<file path="config.mk">
export PLATFORM = sky130hd
export DESIGN_NAME = reset_sequencer
export DESIGN_NICKNAME = d
export VERILOG_FILES = /design/src/rtl/rsq_pkg.sv /design/src/rtl/rsq_sync.sv /design/src/rtl/rsq_filter.sv /design/src/rtl/rsq_seq.sv /design/src/rtl/reset_sequencer.sv
export SDC_FILE = /design/constraint.sdc
export NUM_CORES = 1
export LEC_CHECK = 0
export ABC_CLOCK_PERIOD_IN_PS = 5570
export BUFFER_PORTS_ARGS = -buffer_cell sky130_fd_sc_hd__buf_4
export CORE_MARGIN = 5
export CORE_UTILIZATION = 59
export CTS_CLUSTER_DIAMETER = 100
export DETAILED_ROUTE_END_ITERATION = 7
export GPL_ROUTABILITY_DRIVEN = 0
export PLACE_DENSITY = 0.84
export SLEW_MARGIN = 25
export SYNTH_ARGS = -nofsm -noshare
export SYNTH_HDL_FRONTEND = slang
export SYNTH_HIERARCHICAL = 1
export SYNTH_SLANG_ARGS = --single-unit
</file>
<file path="constraint.sdc">
create_clock -name clk -period 5.57 [get_ports clk]
set_input_delay 0.2785 -clock clk [delete_from_list [all_inputs] [get_ports clk]]
set_output_delay 0.2785 -clock clk [all_outputs]
set_load 0.02 [all_outputs]
</file>
<file path="src/rtl/rsq_pkg.sv">
package rsq_pkg;

    typedef enum logic [1:0] {
        ST_IDLE  = 2'd0,
        ST_SYNC  = 2'd1,
        ST_HOLD  = 2'd2,
        ST_ASYNC = 2'd3
    } rsq_state_e;

    typedef enum logic [1:0] {
        ORG_HW  = 2'd0,
        ORG_SW  = 2'd1,
        ORG_WDT = 2'd2
    } rsq_origin_e;

    typedef enum logic [2:0] {
        SRC_NONE     = 3'd0,
        SRC_HW_SHORT = 3'd1,
        SRC_HW_LONG  = 3'd2,
        SRC_SW       = 3'd3,
        SRC_WDT      = 3'd4,
        SRC_ASYNC    = 3'd5
    } rsq_src_e;

    localparam int unsigned BIDIR_BIT = 3;

endpackage

</file>
<file path="src/rtl/rsq_sync.sv">
module rsq_sync #(
    parameter int unsigned W       = 1,
    parameter int unsigned STAGES  = 2,
    parameter logic [W-1:0] RST_VAL = '0
) (
    input  logic         clk,
    input  logic         rst_n,
    input  logic [W-1:0] d,
    output logic [W-1:0] q
);
    localparam int unsigned TOTAL = W * STAGES;

    logic [TOTAL-1:0] pipe_d, pipe_q;

    generate
        if (STAGES == 1) begin : g_single
            always_comb pipe_d = d;
        end else begin : g_chain
            always_comb pipe_d = {pipe_q[TOTAL-W-1:0], d};
        end
    endgenerate

    always_ff @(posedge clk or negedge rst_n) begin
        if (!rst_n) pipe_q <= {STAGES{RST_VAL}};
        else        pipe_q <= pipe_d;
    end

    assign q = pipe_q[TOTAL-1 -: W];
endmodule

</file>
<file path="src/rtl/rsq_filter.sv">
module rsq_filter #(
    parameter int unsigned MIN_W = 2,
    parameter int unsigned ACC_W = 20
) (
    input  logic clk,
    input  logic rst_n,
    input  logic pin_n,
    output logic rst_act
);
    localparam int unsigned THR = (MIN_W + 1 + ACC_W) / 2;
    localparam int unsigned CW  = $clog2(THR + 1);

    typedef struct packed {
        logic          act;
        logic [CW-1:0] cnt;
    } flt_t;

    flt_t  f_d, f_q;
    logic  pin_s;
    logic  in_act;

    rsq_sync #(.W(1), .STAGES(2), .RST_VAL(1'b1)) u_pin_sync (
        .clk   (clk),
        .rst_n (rst_n),
        .d     (pin_n),
        .q     (pin_s)
    );

    assign in_act = ~pin_s;

    always_comb begin
        f_d = f_q;
        if (in_act != f_q.act) begin
            if (f_q.cnt == CW'(THR - 1)) begin
                f_d.act = in_act;
                f_d.cnt = '0;
            end else begin
                f_d.cnt = f_q.cnt + 1'b1;
            end
        end else begin
            f_d.cnt = '0;
        end
    end

    always_ff @(posedge clk or negedge rst_n) begin
        if (!rst_n) f_q <= '0;
        else        f_q <= f_d;
    end

    assign rst_act = f_q.act;
endmodule

</file>
<file path="src/rtl/rsq_seq.sv">
module rsq_seq
    import rsq_pkg::*;
#(
    parameter int unsigned SEQ_LEN = 1024
) (
    input  logic       clk,
    input  logic       rst_n,
    input  logic       rst_act,
    input  logic       sense_ok,
    input  logic       sw_req,
    input  logic       wdt_req,
    input  logic       cfg_we,
    input  logic       cfg_bidir,
    output logic       sys_rst,
    output logic       rst_out,
    output logic       pin_drive,
    output logic       long_rst,
    output logic [2:0] last_src,
    output logic       bidir_en
);
    localparam int unsigned CNTW = $clog2(SEQ_LEN + 1);

    typedef struct packed {
        rsq_state_e     state;
        rsq_origin_e    origin;
        logic [CNTW-1:0] cnt;
        logic           drive;
        logic           bidir;
        logic           long_f;
        rsq_src_e       src;
    } seq_t;

    seq_t s_d, s_q;
    logic sense_window;
    logic async_hit;
    logic seq_end;

    always_comb begin
        sense_window = rst_act & ((s_q.state == ST_IDLE) ||
                                  (s_q.state == ST_HOLD) ||
                                  ((s_q.state == ST_SYNC) && (s_q.origin == ORG_HW)));
        async_hit = sense_window & ~sense_ok;
        seq_end   = (s_q.cnt == CNTW'(SEQ_LEN - 1));

        s_d = s_q;
        unique case (s_q.state)
            ST_IDLE: begin
                if (async_hit) begin
                    s_d.state  = ST_ASYNC;
                    s_d.src    = SRC_ASYNC;
                    s_d.long_f = 1'b0;
                    s_d.bidir  = 1'b0;
                    s_d.drive  = 1'b0;
                end else if (rst_act) begin
                    s_d.state  = ST_SYNC;
                    s_d.origin = ORG_HW;
                    s_d.cnt    = '0;
                    s_d.bidir  = 1'b0;
                    s_d.drive  = 1'b0;
                end else if (wdt_req) begin
                    s_d.state  = ST_SYNC;
                    s_d.origin = ORG_WDT;
                    s_d.cnt    = '0;
                    s_d.drive  = s_q.bidir;
                    s_d.bidir  = 1'b0;
                end else if (sw_req) begin
                    s_d.state  = ST_SYNC;
                    s_d.origin = ORG_SW;
                    s_d.cnt    = '0;
                    s_d.drive  = s_q.bidir;
                    s_d.bidir  = 1'b0;
                end else if (cfg_we) begin
                    s_d.bidir  = cfg_bidir;
                end
            end
            ST_SYNC: begin
                if (async_hit) begin
                    s_d.state  = ST_ASYNC;
                    s_d.src    = SRC_ASYNC;
                    s_d.long_f = 1'b0;
                    s_d.drive  = 1'b0;
                    s_d.cnt    = '0;
                end else if (seq_end) begin
                    s_d.cnt    = '0;
                    s_d.drive  = 1'b0;
                    s_d.long_f = 1'b0;
                    unique case (s_q.origin)
                        ORG_HW: begin
                            if (rst_act) begin
                                s_d.state  = ST_HOLD;
                                s_d.src    = SRC_HW_LONG;
                                s_d.long_f = 1'b1;
                            end else begin
                                s_d.state  = ST_IDLE;
                                s_d.src    = SRC_HW_SHORT;
                            end
                        end
                        ORG_WDT: begin
                            s_d.state = ST_IDLE;
                            s_d.src   = SRC_WDT;
                        end
                        default: begin
                            s_d.state = ST_IDLE;
                            s_d.src   = SRC_SW;
                        end
                    endcase
                end else begin
                    s_d.cnt = s_q.cnt + 1'b1;
                end
            end
            ST_HOLD: begin
                if (async_hit) begin
                    s_d.state  = ST_ASYNC;
                    s_d.src    = SRC_ASYNC;
                    s_d.long_f = 1'b0;
                end else if (!rst_act) begin
                    s_d.state  = ST_IDLE;
                end
            end
            default: begin
                if (!rst_act && sense_ok) begin
                    s_d.state = ST_IDLE;
                end
            end
        endcase
    end

    always_ff @(posedge clk or negedge rst_n) begin
        if (!rst_n) begin
            s_q <= '{state: ST_IDLE, origin: ORG_HW, cnt: '0, drive: 1'b0,
                     bidir: 1'b0, long_f: 1'b0, src: SRC_NONE};
        end else begin
            s_q <= s_d;
        end
    end

    assign sys_rst   = (s_q.state != ST_IDLE) | async_hit;
    assign rst_out   = (s_q.state != ST_IDLE);
    assign pin_drive = s_q.drive;
    assign long_rst  = s_q.long_f;
    assign last_src  = s_q.src;
    assign bidir_en  = s_q.bidir;
endmodule

</file>
<file path="src/rtl/reset_sequencer.sv">
module reset_sequencer
    import rsq_pkg::*;
#(
    parameter int unsigned SEQ_LEN = 1024,
    parameter int unsigned FLT_MIN = 2,
    parameter int unsigned FLT_ACC = 20,
    parameter int unsigned CFG_W   = 16
) (
    input  logic             clk,
    input  logic             por_n,
    input  logic             ext_rst_n,
    input  logic             sense_in,
    input  logic             sw_req,
    input  logic             wdt_req,
    input  logic             cfg_we,
    input  logic [CFG_W-1:0] cfg_wdata,
    output logic             sys_rst,
    output logic             rst_out,
    output logic             pd_en,
    output logic             pin_drive,
    output logic             long_rst,
    output logic [2:0]       last_src,
    output logic             bidir_en
);
    logic rst_act;
    logic sense_s;

    rsq_filter #(.MIN_W(FLT_MIN), .ACC_W(FLT_ACC)) u_filter (
        .clk     (clk),
        .rst_n   (por_n),
        .pin_n   (ext_rst_n),
        .rst_act (rst_act)
    );

    rsq_sync #(.W(1), .STAGES(2), .RST_VAL(1'b1)) u_sense_sync (
        .clk   (clk),
        .rst_n (por_n),
        .d     (sense_in),
        .q     (sense_s)
    );

    rsq_seq #(.SEQ_LEN(SEQ_LEN)) u_seq (
        .clk       (clk),
        .rst_n     (por_n),
        .rst_act   (rst_act),
        .sense_ok  (sense_s),
        .sw_req    (sw_req),
        .wdt_req   (wdt_req),
        .cfg_we    (cfg_we),
        .cfg_bidir (cfg_wdata[BIDIR_BIT]),
        .sys_rst   (sys_rst),
        .rst_out   (rst_out),
        .pin_drive (pin_drive),
        .long_rst  (long_rst),
        .last_src  (last_src),
        .bidir_en  (bidir_en)
    );

    assign pd_en = rst_act;
endmodule

</file>
==> out/summary.md, run 1 <==
The run finished with clean final reports. The run gives 0 as the number of maximum-capacitance constraint violations. Entering global routing, the biggest net connects 31 pins.

The run gives 0.351 mV as the maximum ir drop on the vdd rail. Initial antenna violation count: 0. The tightest min-delay check is of the in2reg type. The share of layout cells above drive strength 1 was 21.4%; the number of distinct library cell variants in the gate-level netlist after synthesis was 43. The sum of net half-perimeters after detailed placement came out at 2250 µm.

Of the available clock period, the critical path in the final layout requires 43.9%. Counting the buffers created by CTS gives 5. For the H-tree depth reported by CTS, the log shows 2.

Sequential cells were found to cover 45.2% of the synthesized design area. The number of fill cells was 211; the slew at the pin closest to its max-slew limit was 880 ps. The routed design could run at a clock period as short as 2440 ps. For this run, the number of Yosys warnings is 6.

In this run the power density over the cells is 411 nW/µm². The final wirelength was 3140 µm. The logs give 0 for the global route total overflow and 61.1% for the effective utilization at floorplan. During I/O placement, the number of pins put on the boundary was 32. Post-CTS timing repair inserted 0 buffers for setup.

After synthesis the netlist holds a flip-flop and latch count of 30. The worst slew margin relative to its limit is 41.2%, and the number of nets in the final layout is 211. The mean post-synth cell area was 10.1 µm². Overall power consumption after layout is estimated at 0.761 mW. The clock sink total came out at 30. The count of cells along the worst register-to-register path is 6, and the buffer levels on the longest clock path is 2. The tree is rooted in a clkbuf_4. For the final database, setup skew stands at 8.22 ps. The tools report the gate count after technology mapping as 165. TritonCTS built the clock tree. Global routing used 17.3% of the available tracks. After clock tree synthesis, the clock-pin slew on the worst setup and hold paths is 100 ps. The final antenna-violating net count was 0.

For this block, the initial DRC count from the detailed router was 69. For this run, the top clock speed supported by timing is 409 MHz. The number of placement rows is 19.

Summing over every cut layer, the via total after detailed routing is 1267. In the routed layout, each cell is associated on average with a via count of 5.95. Measured along the x axis, the die boundary spans 63.2 µm. The logs give 3130 ps for the reg-to-reg setup timing slack and 0 for the final antenna diode count. The number of nets in the synthesized netlist is 195. The area of placed instances was 1780 µm²; the static leakage was 0.872 nW. In this run the standard cell core region covers 2730 µm².

The total of endpoints with negative setup slack in the final report was 0. The area of all placed cells without fillers came out at 1850 µm². The first-pass detailed-route iteration total was 5; the wire length per cell after detailed routing was 14.7 µm. The netlist area before placement is 1670 µm², and the wire length of the first global-routing pass is 5600 µm. The floorplan die height works out to 63.2 µm.

In the final timing run, aggregate negative setup slack is 0 ps. Setup repair after global routing left no endpoint under its margin. STA puts the critical path data arrival time at 2670 ps. The critical path is of the reg2reg type. Counting tap cells, the placed design contains a total of 204 instances. The area added between synthesis and finish was 10.7%.

The run gives 0 as the total count of hold-check failures in the final report. The critical path endpoint category is a flip-flop. The fraction of the core area covered by cells at the end of the flow was 67.7%. The hold path depth is 1.

The die covers 4000 µm². The number of slew-limit violations in the final report was 0. After detailed routing, the number of remaining DRC violations is 0. Of all nets on the critical path, the largest fanout is 11. Clock latency on the worst-skew pair, taken at its later pin, is 330 ps. The number of cells in the finished layout apart from fillers was 213. At the worst endpoint, the required time is 5790 ps.

Buffers placed on the I/O ports in this run total 16. The number of global-route vias before repair is 1264. The kind of start point of the critical path is a flip-flop.
[worst paths after layout]
check / end / start
max: u_seq/last_src[0] / u_seq/s_q[6]
min: u_sense_sync/pipe_q[0] / sense_in
max reg2reg: u_seq/last_src[0] / u_seq/s_q[6]
min reg2reg: u_filter/u_pin_sync/pipe_q[1] / u_filter/u_pin_sync/pipe_q[0]
max in group asynchronous: u_filter/u_pin_sync/pipe_q[0] / por_n
min in group asynchronous: u_seq/last_src[2] / por_n
[kinds of logic (layout without fill, tap and decap cells)]
logic type / Yosys count / count (layout) / share of synthesized area (%)
and+or+nand+nor: 65 / 65 / 21.0
DFF: 30 / 30 / 45.2
xor gates and xnor gates: 3 / 3 / 1.57
buffers and inverters: 15 / 32 / 4.79
AOI/OAI and AO/OA: 38 / 38 / 17.7
adders and majority gates: 7 / 7 / 5.24
muxes: 7 / 7 / 4.42
[layout by cell type, fill, tap and decap left out, drive strengths merged, types with 2 or more instances in the layout]
cell type and n:
a22o 6, a21oi 6, and3 3, xnor2 2
and4 2, nor2b 7, dfrtp 26, ha 7
nand2 17, mux2i 4, nor3 2, nand4 3
nand3 3, buf 16, o2bb2ai 2, nand2b 3
clkbuf 6, and2 2, o21ai 13, o31ai 3
nor2 18, inv 7, mux2 3, a221o 2
dfstp 4
[worst max-delay path, cell delays in order, from the launching register on]
cell      delay, ps
dfrtp_1         410
ha_1            210
and3_1          200
nand2_2          80
o311ai_2        770
and2_1          340
mux2_1          340
[Yosys cell counts, drive strengths merged]
library cell	n	area [µm²]
nor4b	1	8.76
nand3b	1	20.0
or4	1	7.51
o311ai	1	16.3
buf	8	53.8
o2bb2ai	2	17.5
dfstp	4	105
a41oi	1	8.76
nor3b	1	12.5
a221o	2	20.0
and4	2	17.5
nand2	17	68.8
nand4	3	18.8
nor3	2	10.0
inv	7	26.3
a22oi	1	7.51
nand2b	3	18.8
or3	1	6.26
dfrtp	26	651
o211ai	1	7.51
and2	2	12.5
xnor2	2	17.5
mux2i	4	40.0
nand3	3	15.0
nor2b	7	46.3
xor2	1	8.76
o31ai	3	36.3
mux2	3	33.8
o221a	1	20.0
nor2	18	70.1
and3	3	18.8
a22o	6	52.6
a2bb2oi	1	15.0
a21oi	6	30.0
o21ai	13	65.1
ha	7	87.6
[per-layer routing]
metal,vias up,global-route usage (%),part of all wire [%]
met2,25,27.8,49
met4,0,7.01,0.96
met5,-,0,0
li1,616,-,-
met1,621,21.4,45
met3,5,5.68,4.6
[state kept, by name, summed over array words and instances, names as in the netlist]
signal,count
u_seq/bidir_en,1
u_filter/f_q,4
u_sense_sync/pipe_q,2
u_seq/last_src,3
u_filter/u_pin_sync/pipe_q,2
u_seq/long_rst,1
u_filter/rst_act,1
u_seq/pin_drive,1
u_seq/s_q,15
[cell type report]
class | instances | area (µm²) | share of cell area (%)
clock buffer | 6 | 51.3 | 2.77
clock inverter | 2 | 12.5 | 0.676
inverter | 7 | 26.3 | 1.42
multi-input combinational | 120 | 836 | 45.2
sequential | 30 | 756 | 40.8
tap | 31 | 38.8 | 2.10
timing repair buffer | 17 | 130 | 7.03
[report_power, final]
part           internal [mW]  switching [mW]
clock network         0.0606          0.0773
registers              0.256          0.0404
logic                  0.128           0.198
[timing repair]
action,in CTS,in global routing
hold endpoints to repair,26,0
hold buffers,1,0
gates resized for setup,0,0
[metrics by stage]
step                      setup WS (ps)  hold slack [ps]
final                              3130             49.4
after global routing               3030             15.1
after CTS                          3130             31.7
after detailed placement           3140              226
after global placement             3210              220
after floorplan                    3580            -17.1
(Power assumes the default switching activity.)
==> run 2, diff against run 1 <==
--- a/config.mk
+++ b/config.mk
@@ -5,14 +5,14 @@
 export SDC_FILE = /design/constraint.sdc
 export NUM_CORES = 1
 export LEC_CHECK = 0
-export ABC_CLOCK_PERIOD_IN_PS = 5570
+export ABC_CLOCK_PERIOD_IN_PS = 2400
 export BUFFER_PORTS_ARGS = -buffer_cell sky130_fd_sc_hd__buf_4
 export CORE_MARGIN = 5
-export CORE_UTILIZATION = 59
+export CORE_UTILIZATION = 54
 export CTS_CLUSTER_DIAMETER = 100
 export DETAILED_ROUTE_END_ITERATION = 7
 export GPL_ROUTABILITY_DRIVEN = 0
-export PLACE_DENSITY = 0.84
+export PLACE_DENSITY = 0.78
 export SLEW_MARGIN = 25
 export SYNTH_ARGS = -nofsm -noshare
 export SYNTH_HDL_FRONTEND = slang
==> constraint.sdc (replaced) <==
create_clock -name clk -period 2.4 [get_ports clk]
set_input_delay 0.12 -clock clk [delete_from_list [all_inputs] [get_ports clk]]
set_output_delay 0.12 -clock clk [all_outputs]
set_load 0.02 [all_outputs]
==> out/summary.md, run 2 (synthesized netlist as in run 1, its figures left out) <==
Buffer levels on the longest clock path: 2 (unchanged). The final antenna diode count was 0 (unchanged). The number of buffers inserted by port buffering was 16 (unchanged); the arrival time of data at the critical path endpoint was 2430 ps (was 2670 ps). The number of design rule violations left after detail routing is 0 (unchanged).

The static leakage is 0.906 nW (was 0.872 nW), and the number of maximum-capacitance constraint violations is 0 (unchanged). The sequential share of power is 38.0% (was 39.0%), and the total of endpoints with negative setup slack in the final report is 0 (unchanged). The global route total overflow is 0 (unchanged), and the switching component of the power is 0.741 mW (was 0.316 mW).

The CTS clock-pin slew for the worst setup and hold paths came out at 100 ps (about the same). The portion of total power attributed to combinational logic was 44.3% (was 42.9%); the reg-to-reg setup timing slack was 190 ps (was 3130 ps). Die area: 4310 µm² (was 4000 µm²).

The tools report the critical path endpoint category as a flip-flop (unchanged). The run gives 63.6% (was 67.7%) as the fraction of the core area covered by cells at the end of the flow. Most common cell after layout, fill and taps aside: dfrtp_1 (unchanged). For the maximum ir drop on the vdd rail, the log shows 0.606 mV (was 0.351 mV). The total count of hold-check failures in the final report came out at 0 (unchanged).

The tools report the launch point of the worst path as u_seq/s_q[19] (was u_seq/s_q[6]). For the worst slack at placement, the log shows 241 ps (was 3140 ps). The power per cell area came out at 948 nW/µm² (was 411 nW/µm²). Slew at the pin closest to its max-slew limit: 566 ps (was 880 ps). The wire length per cell after detailed routing is 15.6 µm (was 14.7 µm). The run gives 452 MHz (was 409 MHz) as the peak clock frequency supported by timing.

The effective utilization at floorplan is 55.7% (was 61.1%). The tools report the via total after detailed routing as 1350 (was 1267). Worst setup path endpoint: u_seq/s_q[13] (was u_seq/last_src[0]). Kind of critical path: reg2reg (unchanged). The maximum fanout along the worst path is 12 (was 11), and the count of routing violations after the opening detailed-route iteration is 61 (was 69). The worst slew margin relative to its limit was 61.9% (was 41.2%). The tools report the source of the worst register-to-register timing path as u_seq/s_q[19] (was u_seq/s_q[6]). The clock sink total was 30 (unchanged).

Flip-flop count of the largest register after layout: 15 (unchanged). Most frequent cells in the layout: dfrtp_1 (26), buf_4 (20), nor2_1 (17), nand2_1 (15), o21ai_0 (13) (was dfrtp_1 (26), nor2_1 (17), buf_4 (16), nand2_1 (15), o21ai_0 (13)). The initial antenna violation count came out at 0 (unchanged). The via count normalized by instance count is 6.08 (was 5.95). The count of boundary I/O pins came out at 32 (unchanged). The period utilization works out to 92.3% (was 43.9%). The internal cell power is 1.07 mW (was 0.445 mW). The sum of net half-perimeters after detailed placement was 2530 µm (was 2250 µm); the count of cells along the worst register-to-register path was 6 (unchanged). The run gives 6110 µm (was 5600 µm) as the wire length of the first global-routing pass. Floorplan die height: 65.6 µm (was 63.2 µm). The insertion delay of the later-clocked pin in the worst-skew pair came out at 340 ps (was 330 ps).

The run finished with clean final reports. The die outline width is 65.6 µm (was 63.2 µm), and the area of placed instances is 1810 µm² (was 1780 µm²). For the data required time at the worst endpoint, the log shows 2620 ps (was 5790 ps). The switching part of the total power works out to 41.0% (was 41.5%). For the worst-case hold slack, the log shows 72.1 ps (was 49.4 ps). Setup repair after global routing left no endpoint under its margin. TritonCTS built the clock tree.

The area added between synthesis and finish was 14.2% (was 10.7%); the floorplan core area was 3000 µm² (was 2730 µm²). The global routing usage summed across all routing layers was 18.8% (was 17.3%); the number of slew-limit violations in the final report was 0 (unchanged). The number of CTS-inserted buffers was 5 (unchanged); the number of fill cells was 250 (was 211).

The final wirelength was 3460 µm (was 3140 µm). The post-CTS setup repair buffer count came out at 0 (unchanged). The total negative slack for setup checks is 0 ps (unchanged). The path type of the worst min-delay path was in2reg (unchanged). The share of layout cells above drive strength 1 is 22.2% (was 21.4%). The final antenna-violating net count was 0 (unchanged); the number of placement rows was 20 (was 19). The largest net degree at the start of global routing was 31 (unchanged). For the number of nets in the final layout, the log shows 218 (was 211). For the worst setup skew after layout, the log shows 11.9 ps (was 8.22 ps). Clock root buffer: clkbuf_4 (unchanged).

The post-cts repair resize count came out at 0 (unchanged). The shortest period the worst path allows is 2210 ps (was 2440 ps). The tools report the H-tree depth reported by CTS as 2 (unchanged). The area of all placed cells without fillers was 1910 µm² (was 1850 µm²). The number of global-route vias before repair came out at 1370 (was 1264). The most flop-heavy register is u_seq/s_q (unchanged). For the first-pass detailed-route iteration total, the log shows 4 (was 5).

The run gives 17.7% (was 18.1%) as the clock network fraction of design power. Kind of start point of the critical path: a flip-flop (unchanged). The tools report the final worst-path setup slack as 186 ps (was 3130 ps). The endpoint of the lowest-slack register-to-register path was u_seq/s_q[13] (was u_seq/last_src[0]).
-- run 2: changes by cell type in the layout (fill, tap and decap cells not counted) --
| cell | change |
|---|---|
| buf_4 | +4 |
| clkbuf_1 | +1 |
| clkinvlp_4 | -1 |
| dlygate4sd3_1 | +3 |
-- run 2: worst min-delay path by stage --
stage | startpoint | slack [ps] | endpoint | cells after the start
floorplan | por_n | -180 | u_filter/f_q[0] | 0
global placement | por_n | 60 | u_seq/s_q[20] | 1
detailed placement | por_n | 80 | u_seq/s_q[20] | 1
CTS | cfg_wdata[3] | 60 | u_seq/bidir_en | 3
global route | cfg_wdata[3] | 60 | u_seq/bidir_en | 3
finish | cfg_wdata[3] | 70 | u_seq/bidir_en | 3
-- run 2: what timing repair did --
| item | in CTS | in global routing |
|---|---|---|
| setup endpoints to repair | 0 | 0 |
| hold buffers | 4 | 0 |
| hold endpoints to repair | 31 | 0 |
-- run 2: through the flow --
stage	instances	total power, mW
after floorplan	165	1.27
after global placement	210	1.45
after detailed placement	210	1.49
after CTS	222	1.82
after global routing	222	1.94
final	222	1.81
-- run 2: cell type report --
cell class	count	area, µm²	share of cell area, %
Clock inverter	1	5.00	0.262
Clock buffer	7	55.1	2.88
Timing Repair Buffer	24	190	9.96
Multi-Input combinational cell	120	836	43.8
Tap cell	33	41.3	2.16
Sequential cell	30	756	39.6
Inverter	7	26.3	1.38
-- run 2: metal layers --
metal	share of wire [%]	GRT usage, %	wire length, µm
met5	0	0	0
met4	3.2	10.9	112
met3	4.7	4.10	162
met2	51	32.9	1780
met1	41	20.8	1410
-- run 2: power by group through the flow --
stage | clock [mW] | combinational [mW] | sequential, mW
2_1_floorplan | 0 | 0.592 | 0.682
3_3_place_gp | 0 | 0.761 | 0.685
3_5_place_dp | 0 | 0.792 | 0.695
4_1_cts | 0.332 | 0.798 | 0.686
5_1_grt | 0.356 | 0.876 | 0.706
6_report | 0.320 | 0.801 | 0.688
-- run 2: worst max-delay path, stage by stage, from the launching register on --
cell and delay (ps):
dfrtp_1 420, inv_1 130, ha_1 470, inv_1 250, a2bb2oi_2 360, nor2_2 140
a221o_1 320
